<file path="config.mk">
export PLATFORM = sky130hd
export DESIGN_NAME = tmr_host_regs
export DESIGN_NICKNAME = d
export VERILOG_FILES = /design/src/rtl/tmr_pkg.sv /design/src/rtl/tmr_rst_sync.sv /design/src/rtl/tmr_ctl_decode.sv /design/src/rtl/tmr_chan_regs.sv /design/src/rtl/tmr_host_regs.sv
export SDC_FILE = /design/constraint.sdc
export NUM_CORES = 1
export LEC_CHECK = 0
export BUFFER_PORTS_ARGS = -buffer_cell sky130_fd_sc_hd__buf_2
export CAP_MARGIN = 20
export CELL_PAD_IN_SITES_DETAIL_PLACEMENT = 0
export CELL_PAD_IN_SITES_GLOBAL_PLACEMENT = 1
export CORE_MARGIN = 8
export CORE_UTILIZATION = 40
export CTS_CLUSTER_DIAMETER = 150
export DETAILED_ROUTE_END_ITERATION = 8
export PLACE_DENSITY_LB_ADDON = 0.05
export SLEW_MARGIN = 20
export SYNTH_ARGS = -nofsm -noshare
export SYNTH_HDL_FRONTEND = slang
export SYNTH_SLANG_ARGS = --single-unit
</file>
<file path="constraint.sdc">
create_clock -name clk -period 5 [get_ports clk]
set_input_delay 0.75 -clock clk [delete_from_list [all_inputs] [get_ports clk]]
set_output_delay 0.75 -clock clk [all_outputs]
set_load 0.005 [all_outputs]
</file>
<file path="src/rtl/tmr_pkg.sv">
package tmr_pkg;
  localparam int DW = 8;
  localparam int CW = 2 * DW;
  localparam logic [1:0] CTRL_ADDR = 2'd3;

  typedef enum logic [1:0] {
    ACC_NONE = 2'd0,
    ACC_LO   = 2'd1,
    ACC_HI   = 2'd2,
    ACC_WORD = 2'd3
  } acc_e;

  typedef struct packed {
    acc_e       acc;
    logic [2:0] mode;
    logic       bcd;
  } chcfg_t;
endpackage

</file>
<file path="src/rtl/tmr_rst_sync.sv">
module tmr_rst_sync (
  input  logic clk,
  input  logic rst_n,
  output logic rst_n_s
);
  logic [1:0] sync_q;

  always_ff @(posedge clk or negedge rst_n) begin
    if (!rst_n) sync_q <= 2'b00;
    else        sync_q <= {sync_q[0], 1'b1};
  end

  assign rst_n_s = sync_q[1];
endmodule

</file>
<file path="src/rtl/tmr_ctl_decode.sv">
module tmr_ctl_decode
  import tmr_pkg::*;
#(
  parameter int NCH = 3
) (
  input  logic          wr_en,
  input  logic [1:0]    addr,
  input  logic [DW-1:0] wdata,
  output logic [NCH-1:0] prog,
  output logic [NCH-1:0] lat_cnt,
  output logic [NCH-1:0] lat_sts,
  output chcfg_t        cfg_in
);
  logic [1:0] sel;
  logic       ctrl_wr;
  logic       readback;

  assign sel      = wdata[7:6];
  assign ctrl_wr  = wr_en && (addr == CTRL_ADDR);
  assign readback = (sel == 2'd3);
  assign cfg_in   = '{acc: acc_e'(wdata[5:4]), mode: wdata[3:1], bcd: wdata[0]};

  always_comb begin
    prog    = '0;
    lat_cnt = '0;
    lat_sts = '0;
    if (ctrl_wr) begin
      if (readback) begin
        // select bits 1..NCH map to channels 0..NCH-1
        for (int i = 0; i < NCH; i++) begin
          if (wdata[i+1]) begin
            lat_cnt[i] = !wdata[5];
            lat_sts[i] = !wdata[4];
          end
        end
      end else begin
        for (int i = 0; i < NCH; i++) begin
          if (sel == 2'(i)) begin
            if (wdata[5:4] == 2'd0) lat_cnt[i] = 1'b1;
            else                    prog[i]    = 1'b1;
          end
        end
      end
    end
  end
endmodule

</file>
<file path="src/rtl/tmr_chan_regs.sv">
module tmr_chan_regs
  import tmr_pkg::*;
(
  input  logic          clk,
  input  logic          rst_n,
  input  logic          prog,
  input  chcfg_t        cfg_in,
  input  logic          lat_cnt,
  input  logic          lat_sts,
  input  logic          wr,
  input  logic          rd,
  input  logic [DW-1:0] wbyte,
  input  logic [CW-1:0] live_cnt,
  input  logic          out_pin,
  output chcfg_t        cfg,
  output logic [DW-1:0] rbyte,
  output logic          load,
  output logic [CW-1:0] load_val
);
  chcfg_t        cfg_q,      cfg_n;
  logic          wr_hi_q,    wr_hi_n;
  logic [DW-1:0] hold_q,     hold_n;
  logic          rd_hi_q,    rd_hi_n;
  acc_e          cl_st_q,    cl_st_n;
  logic [CW-1:0] cl_val_q,   cl_val_n;
  logic          sl_pend_q,  sl_pend_n;
  logic [DW-1:0] sl_val_q,   sl_val_n;
  logic          load_q,     load_n;
  logic [CW-1:0] ldval_q,    ldval_n;

  logic cfg_en, cl_en, sl_en, hold_en, ldval_en;

  logic [DW-1:0] live_lo, live_hi;
  assign live_lo = live_cnt[DW-1:0];
  assign live_hi = live_cnt[CW-1:DW];

  // next-state logic
  always_comb begin
    cfg_n     = cfg_q;
    wr_hi_n   = wr_hi_q;
    hold_n    = hold_q;
    rd_hi_n   = rd_hi_q;
    cl_st_n   = cl_st_q;
    cl_val_n  = cl_val_q;
    sl_pend_n = sl_pend_q;
    sl_val_n  = sl_val_q;
    load_n    = 1'b0;
    ldval_n   = ldval_q;
    cfg_en    = 1'b0;
    cl_en     = 1'b0;
    sl_en     = 1'b0;
    hold_en   = 1'b0;
    ldval_en  = 1'b0;

    if (prog) begin
      cfg_en  = 1'b1;
      cfg_n   = cfg_in;
      wr_hi_n = 1'b0;
      rd_hi_n = 1'b0;
    end

    if (lat_cnt && (cl_st_q == ACC_NONE)) begin
      cl_en    = 1'b1;
      cl_val_n = live_cnt;
      cl_st_n  = cfg_q.acc;
    end

    if (lat_sts && !sl_pend_q) begin
      sl_en     = 1'b1;
      sl_pend_n = 1'b1;
      sl_val_n  = {out_pin, 1'b0, cfg_q.acc, cfg_q.mode, cfg_q.bcd};
    end

    if (wr) begin
      unique case (cfg_q.acc)
        ACC_LO: begin
          load_n   = 1'b1;
          ldval_en = 1'b1;
          ldval_n  = {{DW{1'b0}}, wbyte};
        end
        ACC_HI: begin
          load_n   = 1'b1;
          ldval_en = 1'b1;
          ldval_n  = {wbyte, {DW{1'b0}}};
        end
        default: begin
          if (!wr_hi_q) begin
            hold_en = 1'b1;
            hold_n  = wbyte;
            wr_hi_n = 1'b1;
          end else begin
            load_n   = 1'b1;
            ldval_en = 1'b1;
            ldval_n  = {wbyte, hold_q};
            wr_hi_n  = 1'b0;
          end
        end
      endcase
    end

    if (rd) begin
      if (sl_pend_q) begin
        sl_pend_n = 1'b0;
      end else if (cl_st_q != ACC_NONE) begin
        cl_st_n = (cl_st_q == ACC_WORD) ? ACC_HI : ACC_NONE;
      end else if (cfg_q.acc == ACC_WORD) begin
        rd_hi_n = !rd_hi_q;
      end
    end
  end

  // read data selection: status, then captured count, then live count
  always_comb begin
    if (sl_pend_q) begin
      rbyte = sl_val_q;
    end else if (cl_st_q == ACC_HI) begin
      rbyte = cl_val_q[CW-1:DW];
    end else if (cl_st_q != ACC_NONE) begin
      rbyte = cl_val_q[DW-1:0];
    end else begin
      unique case (cfg_q.acc)
        ACC_HI:   rbyte = live_hi;
        ACC_WORD: rbyte = rd_hi_q ? live_hi : live_lo;
        default:  rbyte = live_lo;
      endcase
    end
  end

  // state registers
  always_ff @(posedge clk or negedge rst_n) begin
    if (!rst_n) begin
      cfg_q     <= '{acc: ACC_WORD, mode: 3'd3, bcd: 1'b0};
      wr_hi_q   <= 1'b0;
      hold_q    <= '0;
      rd_hi_q   <= 1'b0;
      cl_st_q   <= ACC_NONE;
      cl_val_q  <= '0;
      sl_pend_q <= 1'b0;
      sl_val_q  <= '0;
      load_q    <= 1'b0;
      ldval_q   <= '0;
    end else begin
      if (cfg_en)   cfg_q    <= cfg_n;
      if (hold_en)  hold_q   <= hold_n;
      if (cl_en)    cl_val_q <= cl_val_n;
      if (sl_en)    sl_val_q <= sl_val_n;
      if (ldval_en) ldval_q  <= ldval_n;
      wr_hi_q   <= wr_hi_n;
      rd_hi_q   <= rd_hi_n;
      cl_st_q   <= cl_st_n;
      sl_pend_q <= sl_pend_n;
      load_q    <= load_n;
    end
  end

  assign cfg      = cfg_q;
  assign load     = load_q;
  assign load_val = ldval_q;
endmodule

</file>
<file path="src/rtl/tmr_host_regs.sv">
module tmr_host_regs
  import tmr_pkg::*;
#(
  parameter int NCH = 3
) (
  input  logic              clk,
  input  logic              rst_n,
  input  logic              host_wr,
  input  logic              host_rd,
  input  logic [1:0]        host_addr,
  input  logic [DW-1:0]     host_wdata,
  output logic [DW-1:0]     host_rdata,
  output logic [2*NCH-1:0]  tc_acc,
  output logic [3*NCH-1:0]  tc_mode,
  output logic [NCH-1:0]    tc_bcd,
  output logic [NCH-1:0]    tc_load,
  output logic [CW*NCH-1:0] tc_load_val,
  input  logic [CW*NCH-1:0] tc_count,
  input  logic [NCH-1:0]    tc_out
);
  logic          rst_n_s;
  logic [NCH-1:0] prog, lat_cnt, lat_sts;
  chcfg_t        cfg_in;
  chcfg_t        cfg   [NCH];
  logic [DW-1:0] rbyte [NCH];

  tmr_rst_sync u_rst (
    .clk     (clk),
    .rst_n   (rst_n),
    .rst_n_s (rst_n_s)
  );

  tmr_ctl_decode #(.NCH(NCH)) u_dec (
    .wr_en   (host_wr),
    .addr    (host_addr),
    .wdata   (host_wdata),
    .prog    (prog),
    .lat_cnt (lat_cnt),
    .lat_sts (lat_sts),
    .cfg_in  (cfg_in)
  );

  for (genvar i = 0; i < NCH; i++) begin : g_ch
    logic ch_hit;
    assign ch_hit = (host_addr == 2'(i));

    tmr_chan_regs u_ch (
      .clk      (clk),
      .rst_n    (rst_n_s),
      .prog     (prog[i]),
      .cfg_in   (cfg_in),
      .lat_cnt  (lat_cnt[i]),
      .lat_sts  (lat_sts[i]),
      .wr       (host_wr && ch_hit),
      .rd       (host_rd && ch_hit),
      .wbyte    (host_wdata),
      .live_cnt (tc_count[CW*i +: CW]),
      .out_pin  (tc_out[i]),
      .cfg      (cfg[i]),
      .rbyte    (rbyte[i]),
      .load     (tc_load[i]),
      .load_val (tc_load_val[CW*i +: CW])
    );

    assign tc_acc[2*i +: 2]  = cfg[i].acc;
    assign tc_mode[3*i +: 3] = cfg[i].mode;
    assign tc_bcd[i]         = cfg[i].bcd;
  end

  always_comb begin
    host_rdata = {DW{1'b1}};
    for (int i = 0; i < NCH; i++) begin
      if (host_addr == 2'(i)) host_rdata = rbyte[i];
    end
  end
endmodule

</file>
==> results by group, run 1 <==
Placed design
  – Final RePlAce weighted congestion: 0.871
  – IO buf count: 141
  – HPWL after DPL: 17.8 mm

Routing
  – Final Routed Wirelength: 25.0 mm
  – DRT Pass-1 Iters: 5
  – Final ANT Viol Nets: 0
  – Drt drc: 0
  – Iter 0 DRT Violations: 435
  – Vias per cell: 5.43
  – Vias: 6732
  – WL/cell: 20.2 microns

STA
  – Setup TNS Final: 0 ns
  – Min Tclk post-route: 3.77 ns
  – Fin crit share: 75.4%
  – Highest Clock Rate: 0.265 GHz
  – Least-Margin Pin Slew: 1.02 ns
  – Max-slew violations: 0
  – Clock Skew: 0.00869 ns
  – Slew HR: 32.1%
  – Final Hold Vio Count: 0
  – Setup violators final: 0
  – RSZ-0062 raised after global routing: false

Clocking
  – H-tree Lvls: 4
  – CTS max path bufs: 2
  – Post-cts sizing count: 0
  – Setup bufs post-CTS: 0
  – Clock-pin slew on the worst setup and hold paths: 0.07 ns
  – Hold Buf Count CTS: 0
  – CTS Buf Count: 17
  – CTS tree: yes
  – CTS Root Cell: clkbuf_16
  – Worst skew pair latency: 0.42 ns
  – Number of clock sinks: 179

Synthesis
  – Post-synthesis register bit count: 179
  – Synthesized cell area: 0.00860 sq mm
  – Syn Area/Cell: 10.2 sq um
  – Yosys cell types: 55
  – Main synth FF type: dfrtp_1
  – Post-synth ARST share: 100%
  – Seq/Total Area, Yosys: 52.3%
  – Post-Syn Nets: 923
  – Yosys warning total: 0
  – Number of flops mapped to enable cells by yosys: 0
  – Cell count after synthesis: 847

Floorplan
  – Die ar.: 0.0264 sq mm
  – Row cnt: 53
  – Initial Util: 40.8%
  – Top-Level Pins: 142
  – Die X: 163 microns
  – Core Box Area: 0.0211 sq mm
  – Die Ht: 163 microns

Layout
  – Layout net count: 1028
  – P&R area growth vs syn: 17.1%
  – Most frequent cells in the layout: dfrtp_1 (166), nand2_1 (153), buf_2 (141), mux2_2 (95), o21ai_0 (85)
  – Leading cell type in the layout, fill and taps excluded: dfrtp_1
  – Share of post-route cells with drive strength above 1: 30.7%
  – Fillers: 2035
  – Ant diodes: 0

Critical path
  – CP Max Fanout: 8
  – Critical Path AT: 3.02 ns
  – WS Path Type: reg2out
  – Number of cells on the worst reg-to-reg path: 5
  – Critical Path End: host_rdata[1]
  – Reg2reg end: g_ch[2].u_ch.hold_q[4]
  – CP max stage cell: dfstp_2
  – Worst path bufs/invs: 2
  – Critical path depth in cells: 8
  – CP peak stage delay: 0.61 ns
  – Setup crit end kind: output port
  – Worst EP required: 4.25 ns
  – R2R Setup Slk: 2.31 ns
  – Crit path cell chain: inv_1, ha_1, nor2_1, or2_2, a21oi_1, o311a_1, nor4_1, buf_2
  – RR Startpoint: g_ch[2].u_ch.cfg[4]
  – Crit path launch type: flop
  – Top cell family by delay on the critical path: simple AND/OR/NAND/NOR gates
  – Critical Path Source: g_ch[1].u_ch.cfg[4]

Power and ir drop
  – Comb pwr share: 27.8%
  – Final Power: 4.93 mW
  – Power share of the sequential group: 44.7%
  – Clk pwr share: 27.5%
  – Pwr/cell area: 490 mW/mm^2
  – Switching pwr: 1.62 mW
  – Peak VDD IR: 270 uV
  – Switching share of power: 32.8%
  – Leakage: 4.73 nW
  – Pint: 3.31 mW

GRT
  – Largest net degree at the start of global routing: 117
  – GR Util met1: 25.4%
  – Antenna violations before repair: 0
  – Number of global-route vias before repair: 6967
  – Global-route usage over all layers: 19.2%
  – Gr busiest metal: met2
  – First-pass GRT wire length: 39.6 mm
  – GR Util met3: 4.07%
  – Global route total overflow: 0
  – Met2 Resource Use GR: 31.0%

Outcome
  – Status: completed

Hold path
  – Hold/Removal Path Class: in2async

Run
  – Max Cap Violations: 0
==> synthesized netlist by cell type, types with 2 or more instances <==
| cell type | count | area [sq um] |
|---|---|---|
| nor3b_4 | 3 | 56.3 |
| nand2b_1 | 5 | 31.3 |
| buf_2 | 5 | 25.0 |
| dfstp_2 | 12 | 315 |
| a21o_1 | 6 | 45.0 |
| inv_1 | 28 | 105 |
| nor4b_2 | 2 | 30.0 |
| or2_2 | 7 | 43.8 |
| dfrtp_1 | 167 | 4180 |
| nor2_1 | 39 | 146 |
| o22ai_1 | 8 | 50.1 |
| a21boi_0 | 3 | 22.5 |
| and2_1 | 2 | 12.5 |
| a32oi_1 | 5 | 43.8 |
| and3_1 | 2 | 12.5 |
| nand2_1 | 153 | 574 |
| a221o_1 | 13 | 130 |
| a22o_1 | 3 | 26.3 |
| o21bai_1 | 3 | 22.5 |
| mux2_2 | 95 | 1070 |
| o22a_1 | 4 | 35.0 |
| a22oi_1 | 10 | 75.1 |
| o21ai_0 | 85 | 425 |
| nor2b_1 | 13 | 81.3 |
| o311ai_0 | 3 | 26.3 |
| ha_1 | 11 | 138 |
| a21oi_1 | 42 | 210 |
| nand3b_1 | 3 | 22.5 |
| a31oi_1 | 4 | 25.0 |
| buf_4 | 3 | 22.5 |
| nand4_1 | 5 | 31.3 |
| nor3_1 | 3 | 15.0 |
| a221oi_1 | 10 | 87.6 |
| nand3_1 | 17 | 85.1 |
| a211oi_1 | 7 | 52.6 |
| clkbuf_1 | 47 | 176 |
==> cell type report <==
| class | count | area, sq um | share of cell area [%] |
|---|---|---|---|
| inverter | 29 | 109 | 1.08 |
| clock inverter | 10 | 121 | 1.21 |
| multi-input combinational | 582 | 3790 | 37.6 |
| timing repair buffer | 143 | 733 | 7.28 |
| tap | 275 | 344 | 3.42 |
| clock buffer | 22 | 474 | 4.71 |
| sequential | 179 | 4500 | 44.7 |
==> routing by layer <==
metal / up-vias / share of wire, %
met1: 3341 / 46
met3: 23 / 4.7
li1: 3191 / -
met4: 0 / 1.5
met2: 177 / 48
met5: - / 0
==> registers in the layout (all words and copies together), names as in the netlist, 3 cells and up <==
name / flops
g_ch.u_ch.wr_hi_q: 3
g_ch.u_ch.sl_val_q: 21
g_ch.u_ch.load: 3
g_ch.u_ch.cl_val_q: 48
g_ch.u_ch.hold_q: 24
g_ch.u_ch.cfg: 18
g_ch.u_ch.sl_pend_q: 3
g_ch.u_ch.cl_st_q: 6
g_ch.u_ch.load_val: 48
g_ch.u_ch.rd_hi_q: 3
==> worst min-delay path by stage <==
| stage | cells past startpoint | startpoint | endpoint |
|---|---|---|---|
| global route | 1 | rst_n | u_rst.sync_q[1] |
| detailed placement | 0 | u_rst.sync_q[0] | u_rst.sync_q[1] |
| finish | 1 | rst_n | u_rst.sync_q[1] |
| CTS | 1 | rst_n | u_rst.sync_q[1] |
| global placement | 0 | u_rst.sync_q[0] | u_rst.sync_q[1] |
| floorplan | 0 | u_rst.sync_q[0] | u_rst.sync_q[1] |
==> kinds of logic (layout without fill, tap and decap cells) <==
| logic type | Yosys count | after routing | synth area share [%] |
|---|---|---|---|
| other | 1 | 1 | 0.0436 |
| AOI/OAI and AO/OA | 213 | 213 | 15.6 |
| muxes | 96 | 96 | 12.6 |
| and+or+nand+nor | 261 | 261 | 14.0 |
| DFF | 179 | 179 | 52.3 |
| adders and majority gates | 11 | 11 | 1.60 |
| buffers and inverters | 86 | 204 | 3.97 |
==> stage by stage <==
step	setup WS, ns	instances	hold WS [ns]	util, %	cell area (sq um)
after global routing	1.04	1240	0.0678	47.7	10100
final	1.23	1240	0.0952	47.7	10100
after detailed placement	1.68	1208	0.342	44.8	9460
after floorplan	2.06	847	0.331	-	8600
after global placement	1.68	1208	0.338	44.8	9450
after CTS	1.22	1240	0.0759	47.7	10100
==> power groups by stage <==
stage / sequential (mW) / clock (mW) / combinational, mW
4_1_cts: 2.21 / 1.39 / 1.40
5_1_grt: 2.27 / 1.45 / 1.55
3_5_place_dp: 2.23 / 0 / 1.39
2_1_floorplan: 2.17 / 0 / 0.853
6_report: 2.20 / 1.35 / 1.37
3_3_place_gp: 2.21 / 0 / 1.37
Note: power is estimated with default switching activity, not from simulation.
==> run 2: changes to the inputs <==
--- a/config.mk
+++ b/config.mk
@@ -5,6 +5,7 @@
 export SDC_FILE = /design/constraint.sdc
 export NUM_CORES = 1
 export LEC_CHECK = 0
+export ABC_AREA = 1
 export BUFFER_PORTS_ARGS = -buffer_cell sky130_fd_sc_hd__buf_2
 export CAP_MARGIN = 20
 export CELL_PAD_IN_SITES_DETAIL_PLACEMENT = 0
==> constraint.sdc (replaced) <==
create_clock -name clk -period 3.8 [get_ports clk]
set_input_delay 0.57 -clock clk [delete_from_list [all_inputs] [get_ports clk]]
set_output_delay 0.57 -clock clk [all_outputs]
set_load 0.005 [all_outputs]
==> run 2 against run 1 <==
Net effect:
- design area increased by 2.3%
- sequential share of layout area decreased by 0.98 points
- clock skew increased by 0.0052 ns
- non-clock buffer count increased by 6
- wire length increased by 4.8%
- area after synthesis increased by 2.3%
- synthesized cell count increased by 28%
- via count increased by 9.1%
- die area increased by 2.0%
- flip-flop and latch count unchanged
- combinational power increased by 26%
==> results by group, run 2 <==
Outcome
  – Status: completed

Critical path
  – CP Max Fanout: 10
  – Worst EP required: 3.23 ns
  – Crit path launch type: flop
  – WS Path Type: reg2out
  – Critical Path AT: 2.66 ns
  – Setup crit end kind: output port

Layout
  – Layout net count: 1276
  – Leading cell type in the layout, fill and taps excluded: nand2_1
  – P&R area growth vs syn: 17.0%
  – Ant diodes: 0
  – Most frequent cells in the layout: nand2_1 (327), dfrtp_1 (166), buf_2 (141), inv_1 (118)
  – Post-layout util: 47.5%
  – Fillers: 2222
  – Finished Cell Area: 0.0103 sq mm
  – Share of post-route cells with drive strength above 1: 19.1%

STA
  – Max-slew violations: 0
  – Least-Margin Pin Slew: 0.740 ns
  – Final Hold Vio Count: 0
  – Clock Skew: 0.0139 ns
  – RSZ-0062 raised after global routing: false
  – Setup TNS Final: 0 ns
  – Fin crit share: 85.0%
  – Highest Clock Rate: 0.310 GHz
  – Min Tclk post-route: 3.23 ns
  – Hold slack: 0.365 ns
  – Setup violators final: 0
  – Slew HR: 50.6%
  – Final setup margin: 0.571 ns

Power and ir drop
  – Pint: 4.18 mW
  – Switching share of power: 35.0%
  – Peak VDD IR: 279 uV
  – Power share of the sequential group: 44.5%
  – Clk pwr share: 28.8%
  – Switching pwr: 2.25 mW
  – Pwr/cell area: 625 mW/mm^2
  – Leakage: 5.37 nW
  – Comb pwr share: 26.8%

Synthesis
  – Post-synthesis register bit count: 179
  – Post-synth ARST share: 100%
  – Number of flops mapped to enable cells by yosys: 0
  – Synth top area cells: dfrtp_1 (48%), nand2_1 (14%), inv_1 (5.0%)
  – Yosys warning total: 0
  – Syn Area/Cell: 8.13 sq um
  – Post-synth top cells: nand2_1 (327), dfrtp_1 (167), inv_1 (118)
  – Cell with the most instances after synthesis: nand2_1
  – Biggest area consumer among synthesized cells: dfrtp_1
  – Seq/Total Area, Yosys: 51.1%
  – Cell count after synthesis: 1082
  – Yosys cell types: 36
  – Main synth FF type: dfrtp_1
  – Synthesized cell area: 0.00879 sq mm
  – Post-Syn Nets: 1158
  – Synth top area share: 47.5%

GRT
  – Global-route usage over all layers: 19.8%
  – Number of global-route vias before repair: 7345
  – Global route total overflow: 0
  – First-pass GRT wire length: 41.4 mm
  – Largest net degree at the start of global routing: 63
  – Antenna violations before repair: 0

Clocking
  – Post-cts sizing count: 0
  – CTS tree: yes
  – CTS Buf Count: 17
  – Worst skew pair latency: 0.44 ns
  – Clock-pin slew on the worst setup and hold paths: 0.08 ns
  – CTS max path bufs: 2
  – CTS Root Cell: clkbuf_16
  – H-tree Lvls: 4
  – Number of clock sinks: 179

Routing
  – DRT Pass-1 Iters: 4
  – Drt drc: 0
  – Vias per cell: 4.92
  – WL/cell: 17.5 microns
  – Iter 0 DRT Violations: 509
  – Final Routed Wirelength: 26.2 mm
  – Final ANT Viol Nets: 0
  – Vias: 7345

Hold path
  – Hold/Removal Path Class: reg2reg

Placed design
  – Pre-CTS WS: 1.01 ns
  – IO buf count: 141
  – Dpl cell area: 0.00967 sq mm
  – HPWL after DPL: 18.8 mm
  – Final RePlAce weighted congestion: 0.804

Floorplan
  – Die ar.: 0.0270 sq mm
  – Top-Level Pins: 142
  – Core Box Area: 0.0217 sq mm
  – Die X: 164 microns
  – Initial Util: 40.6%
  – Die Ht: 164 microns
  – Row cnt: 54

Run
  – Max Cap Violations: 0
-- run 2: changes by cell type after synthesis, moves of 21 or more --
cell | previous run | this run
nand2_1 | 153 | 327
mux2_2 | 95 | 0
inv_1 | 28 | 118
o21ai_1 | 0 | 71
nand3_1 | 17 | 78
clkbuf_1 | 47 | 12
buf_2 | 5 | 29
a21oi_1 | 42 | 21
-- run 2: timing repair --
item / in CTS / in global routing
hold endpoints to repair: 2 / 0
hold buffers: 1 / 0
buffers inserted: 0 / 0
-- run 2: power groups by stage --
stage	Clock [mW]	Sequential, mW	Combinational (mW)
2_1_floorplan	0	2.84	1.04
3_3_place_gp	0	2.89	1.74
3_5_place_dp	0	2.89	1.76
4_1_cts	1.89	2.86	1.76
5_1_grt	1.96	2.94	1.99
6_report	1.85	2.86	1.72
-- run 2: critical path, cell delays in order, from the launching register on --
cell     delay, ns
dfstp_2       0.59
inv_1         0.08
ha_1          0.21
inv_1         0.09
nand2_1       0.20
nand2_1       0.25
nand2_1       0.08
nand2_1       0.07
nand2_1       0.05
nand2_1       0.09
nand2_1       0.05
nand2_1       0.11
nand2_1       0.06
a21oi_1       0.16
buf_2         0.15
-- run 2: kinds of logic after synthesis --
logic type      after synthesis  share of synthesized area [%]
compound gates              223                           13.8
fa+ha+maj                    11                           1.56
buf+inv                     174                           8.09
flops                       179                           51.1
mux                          15                           2.56
other cells                   1                         0.0426
simple gates                479                           22.8
-- run 2: worst paths after layout --
| kind | cells past startpoint | from | to | slack [ns] |
|---|---|---|---|---|
| max | 14 | g_ch[0].u_ch.cfg[4] | host_rdata[0] | 0.57 |
| min | 0 | u_rst.sync_q[0] | u_rst.sync_q[1] | 0.36 |
| max reg2reg | 6 | g_ch[0].u_ch.cfg[4] | g_ch[0].u_ch.hold_q[7] | 1.17 |
| min reg2reg | 0 | u_rst.sync_q[0] | u_rst.sync_q[1] | 0.36 |
| max in group asynchronous | 1 | u_rst.sync_q[1] | g_ch[2].u_ch.cfg[4] | 2.44 |
| min in group asynchronous | 0 | u_rst.sync_q[1] | g_ch[0].u_ch.load_val[2] | 0.40 |
-- run 2: stage by stage --
step / total power, mW / cells
6_report: 6.44 / 1493
2_1_floorplan: 3.88 / 1082
5_1_grt: 6.89 / 1493
4_1_cts: 6.52 / 1493
3_5_place_dp: 4.65 / 1460
3_3_place_gp: 4.63 / 1460
-- run 2: cell type report --
| type | count | area (sq um) | area share [%] |
|---|---|---|---|
| tap | 280 | 350 | 3.40 |
| multi-input combinational | 729 | 3590 | 34.9 |
| sequential | 179 | 4500 | 43.7 |
| timing repair buffer | 149 | 781 | 7.59 |
| clock inverter | 15 | 184 | 1.79 |
| inverter | 124 | 465 | 4.52 |
| clock buffer | 17 | 425 | 4.13 |
-- run 2: per-layer routing --
| layer | vias up | share of wire, % | track usage (%) |
|---|---|---|---|
| li1 | 3746 | - | - |
| met1 | 3451 | 48 | 27.7 |
| met2 | 128 | 46 | 31.3 |
| met3 | 20 | 4.1 | 3.78 |
| met4 | 0 | 1.0 | 4.34 |
| met5 | - | 0 | 0 |
==> run 3: changes to the inputs <==
--- a/config.mk
+++ b/config.mk
@@ -5,7 +5,7 @@
 export SDC_FILE = /design/constraint.sdc
 export NUM_CORES = 1
 export LEC_CHECK = 0
-export ABC_AREA = 1
+export ABC_AREA = 0
 export BUFFER_PORTS_ARGS = -buffer_cell sky130_fd_sc_hd__buf_2
 export CAP_MARGIN = 20
 export CELL_PAD_IN_SITES_DETAIL_PLACEMENT = 0
==> constraint.sdc (replaced) <==
create_clock -name clk -period 3.1 [get_ports clk]
set_input_delay 0.465 -clock clk [delete_from_list [all_inputs] [get_ports clk]]
set_output_delay 0.465 -clock clk [all_outputs]
set_load 0.005 [all_outputs]
==> run 3 against run 2 <==
Net effect:
- critical path depth is 6 lower
- worst hold slack worse by 0.10 ns
- critical endpoint is now host_rdata[1]
- sequential share of layout area is 0.28 points lower
- final cell count is 15% lower
- flip-flop and latch count stayed put
- combinational power is 38% higher
- first-iteration DRC count is 18% lower
- via count is 6.8% lower
- design area is 0.64% higher
- die area is 2.0% lower
- worst setup slack worse by 0.47 ns
==> results by group, run 3 (synthesized netlist as in run 1, its figures left out) <==
Critical path
  – R2R Setup Slk: 1.00 ns
  – Reg2reg end: g_ch[2].u_ch.hold_q[2]
  – RR Startpoint: g_ch[2].u_ch.cfg[4]
  – Setup crit end kind: output port
  – Worst EP required: 2.63 ns
  – CP Max Fanout: 5
  – Number of cells on the worst reg-to-reg path: 6
  – Crit path launch type: flop
  – WS Path Type: reg2out
  – Critical Path AT: 2.53 ns

Outcome
  – Status: completed

Layout
  – P&R area growth vs syn: 20.5%
  – Layout net count: 1058
  – Leading cell type in the layout, fill and taps excluded: dfrtp_1
  – Post-Layout Cell Count: 1270
  – Ant diodes: 0
  – Most frequent cells in the layout: dfrtp_1 (166), nand2_1 (153), buf_2 (141), mux2_2 (95), o21ai_0 (83)
  – Share of post-route cells with drive strength above 1: 34.5%

Routing
  – Iter 0 DRT Violations: 419
  – Vias per cell: 5.39
  – Drt drc: 0
  – Final Routed Wirelength: 25.7 mm
  – DRT Pass-1 Iters: 5
  – WL/cell: 20.2 microns
  – Final ANT Viol Nets: 0
  – Vias: 6842

STA
  – Least-Margin Pin Slew: 0.653 ns
  – RSZ-0062 raised after global routing: false
  – Highest Clock Rate: 0.333 GHz
  – Max-slew violations: 0
  – Final Hold Vio Count: 0
  – Clock Skew: 0.0156 ns
  – Fin crit share: 96.8%
  – Min Tclk post-route: 3.00 ns
  – Setup TNS Final: 0 ns
  – Setup violators final: 0
  – Slew HR: 56.5%

Clocking
  – CTS max path bufs: 2
  – Number of clock sinks: 179
  – CTS Buf Count: 17
  – H-tree Lvls: 4
  – CTS Root Cell: clkbuf_16
  – Clock-pin slew on the worst setup and hold paths: 0.07 ns
  – Worst skew pair latency: 0.43 ns
  – CTS tree: yes

Floorplan
  – Die X: 163 microns
  – Top-Level Pins: 142
  – Die ar.: 0.0264 sq mm
  – Core Box Area: 0.0211 sq mm
  – Row cnt: 53
  – Initial Util: 40.8%
  – Die Ht: 163 microns

GRT
  – First-pass GRT wire length: 40.6 mm
  – Largest net degree at the start of global routing: 63
  – Antenna violations before repair: 0
  – Global route total overflow: 0
  – Number of global-route vias before repair: 7160
  – Global-route usage over all layers: 19.7%

Hold path
  – Hold/Removal Path Class: in2reg
  – Worst Hold End: g_ch[1].u_ch.cl_val_q[13]
  – Hold_sp: tc_count[29]
  – Number of cells on the worst hold path: 3

Power and ir drop
  – Pwr/cell area: 771 mW/mm^2
  – Peak VDD IR: 321 uV
  – Leakage: 4.87 nW

Placed design
  – IO buf count: 141
  – Final RePlAce weighted congestion: 0.862
  – Dpl cells: 1235
  – HPWL after DPL: 18.7 mm

Run
  – Max Cap Violations: 0
[run 3: changes by cell type in the layout (fill, tap and decap cells not counted), moves of 10 or more]
cell,delta
a21oi_1,+19
a221o_1,+13
a22oi_1,+10
a31oi_1,-17
buf_4,+24
inv_1,-90
mux2_2,+95
mux2_4,-15
nand2_1,-174
nand3_1,-61
nor2_1,-16
nor2b_1,+12
o21ai_1,-69
[run 3: worst max path at each step]
stage	slack [ns]	startpoint	cells past startpoint	endpoint
3_3_place_gp	0.40	g_ch[2].u_ch.cfg[4]	8	host_rdata[6]
3_5_place_dp	0.29	g_ch[2].u_ch.cfg[4]	8	host_rdata[6]
2_1_floorplan	0.16	u_rst.sync_q[1]	0	g_ch[0].u_ch.cfg[0]
6_report	0.10	g_ch[1].u_ch.cfg[4]	8	host_rdata[1]
5_1_grt	0.004	g_ch[0].u_ch.cfg[5]	7	host_rdata[7]
4_1_cts	0.003	g_ch[0].u_ch.cfg[4]	8	host_rdata[3]
[run 3: repair_timing]
| item | 4_1_cts | 5_1_grt |
|---|---|---|
| gates cloned | 0 | 0 |
| gates resized for setup | 13 | 18 |
| pin swaps | 0 | 5 |
| hold buffers | 1 | 0 |
| setup endpoints to repair | 6 | 8 |
| endpoints found under the hold margin | 2 | 0 |
| setup buffers | 0 | 2 |
[run 3: where the power goes]
group / total, mW / internal [mW] / leakage, nW / switching, mW
sequential: 3.54 / 3.07 / 2.26 / 0.475
clock: 2.07 / 1.12 / 0.269 / 0.947
combinational: 2.38 / 1.11 / 2.34 / 1.27
[run 3: metal layers]
| layer | up-vias | wire, microns | GRT usage (%) |
|---|---|---|---|
| li1 | 3246 | - | - |
| met1 | 3383 | 11600 | 25.7 |
| met2 | 182 | 12500 | 32.7 |
| met3 | 31 | 1220 | 4.22 |
| met4 | 0 | 425 | 5.34 |
| met5 | - | 0 | 0 |
[run 3: area by class of cell]
| cell class | instances | area (sq um) |
|---|---|---|
| clock buffer | 19 | 433 |
| timing repair buffer | 173 | 961 |
| clock inverter | 13 | 121 |
| multi-input combinational | 582 | 3890 |
| tap | 275 | 344 |
| inverter | 29 | 109 |
| sequential | 179 | 4500 |
| fill | 2012 | 10700 |
[run 3: worst max-delay path, cell delays in order, from the launching register on]
cell and delay [ns]:
dfstp_2 0.57, inv_1 0.07, ha_1 0.24, nor2_4 0.13, or2_2 0.18, a21oi_1 0.08, o311a_1 0.38, nor4_2 0.29
buf_2 0.16
[run 3: through the flow]
stage | util, % | instance area [sq um] | hold WS (ns) | total power, mW | setup slack (ns)
2_1_floorplan | - | 8600 | 0.169 | 4.87 | 0.155
3_3_place_gp | 45.8 | 9650 | 0.250 | 5.81 | 0.398
3_5_place_dp | 45.8 | 9650 | 0.252 | 5.90 | 0.293
4_1_cts | 48.7 | 10300 | 0.245 | 8.03 | 0.00338
5_1_grt | 49.1 | 10400 | 0.262 | 8.54 | 0.00415
6_report | 49.1 | 10400 | 0.260 | 7.99 | 0.100
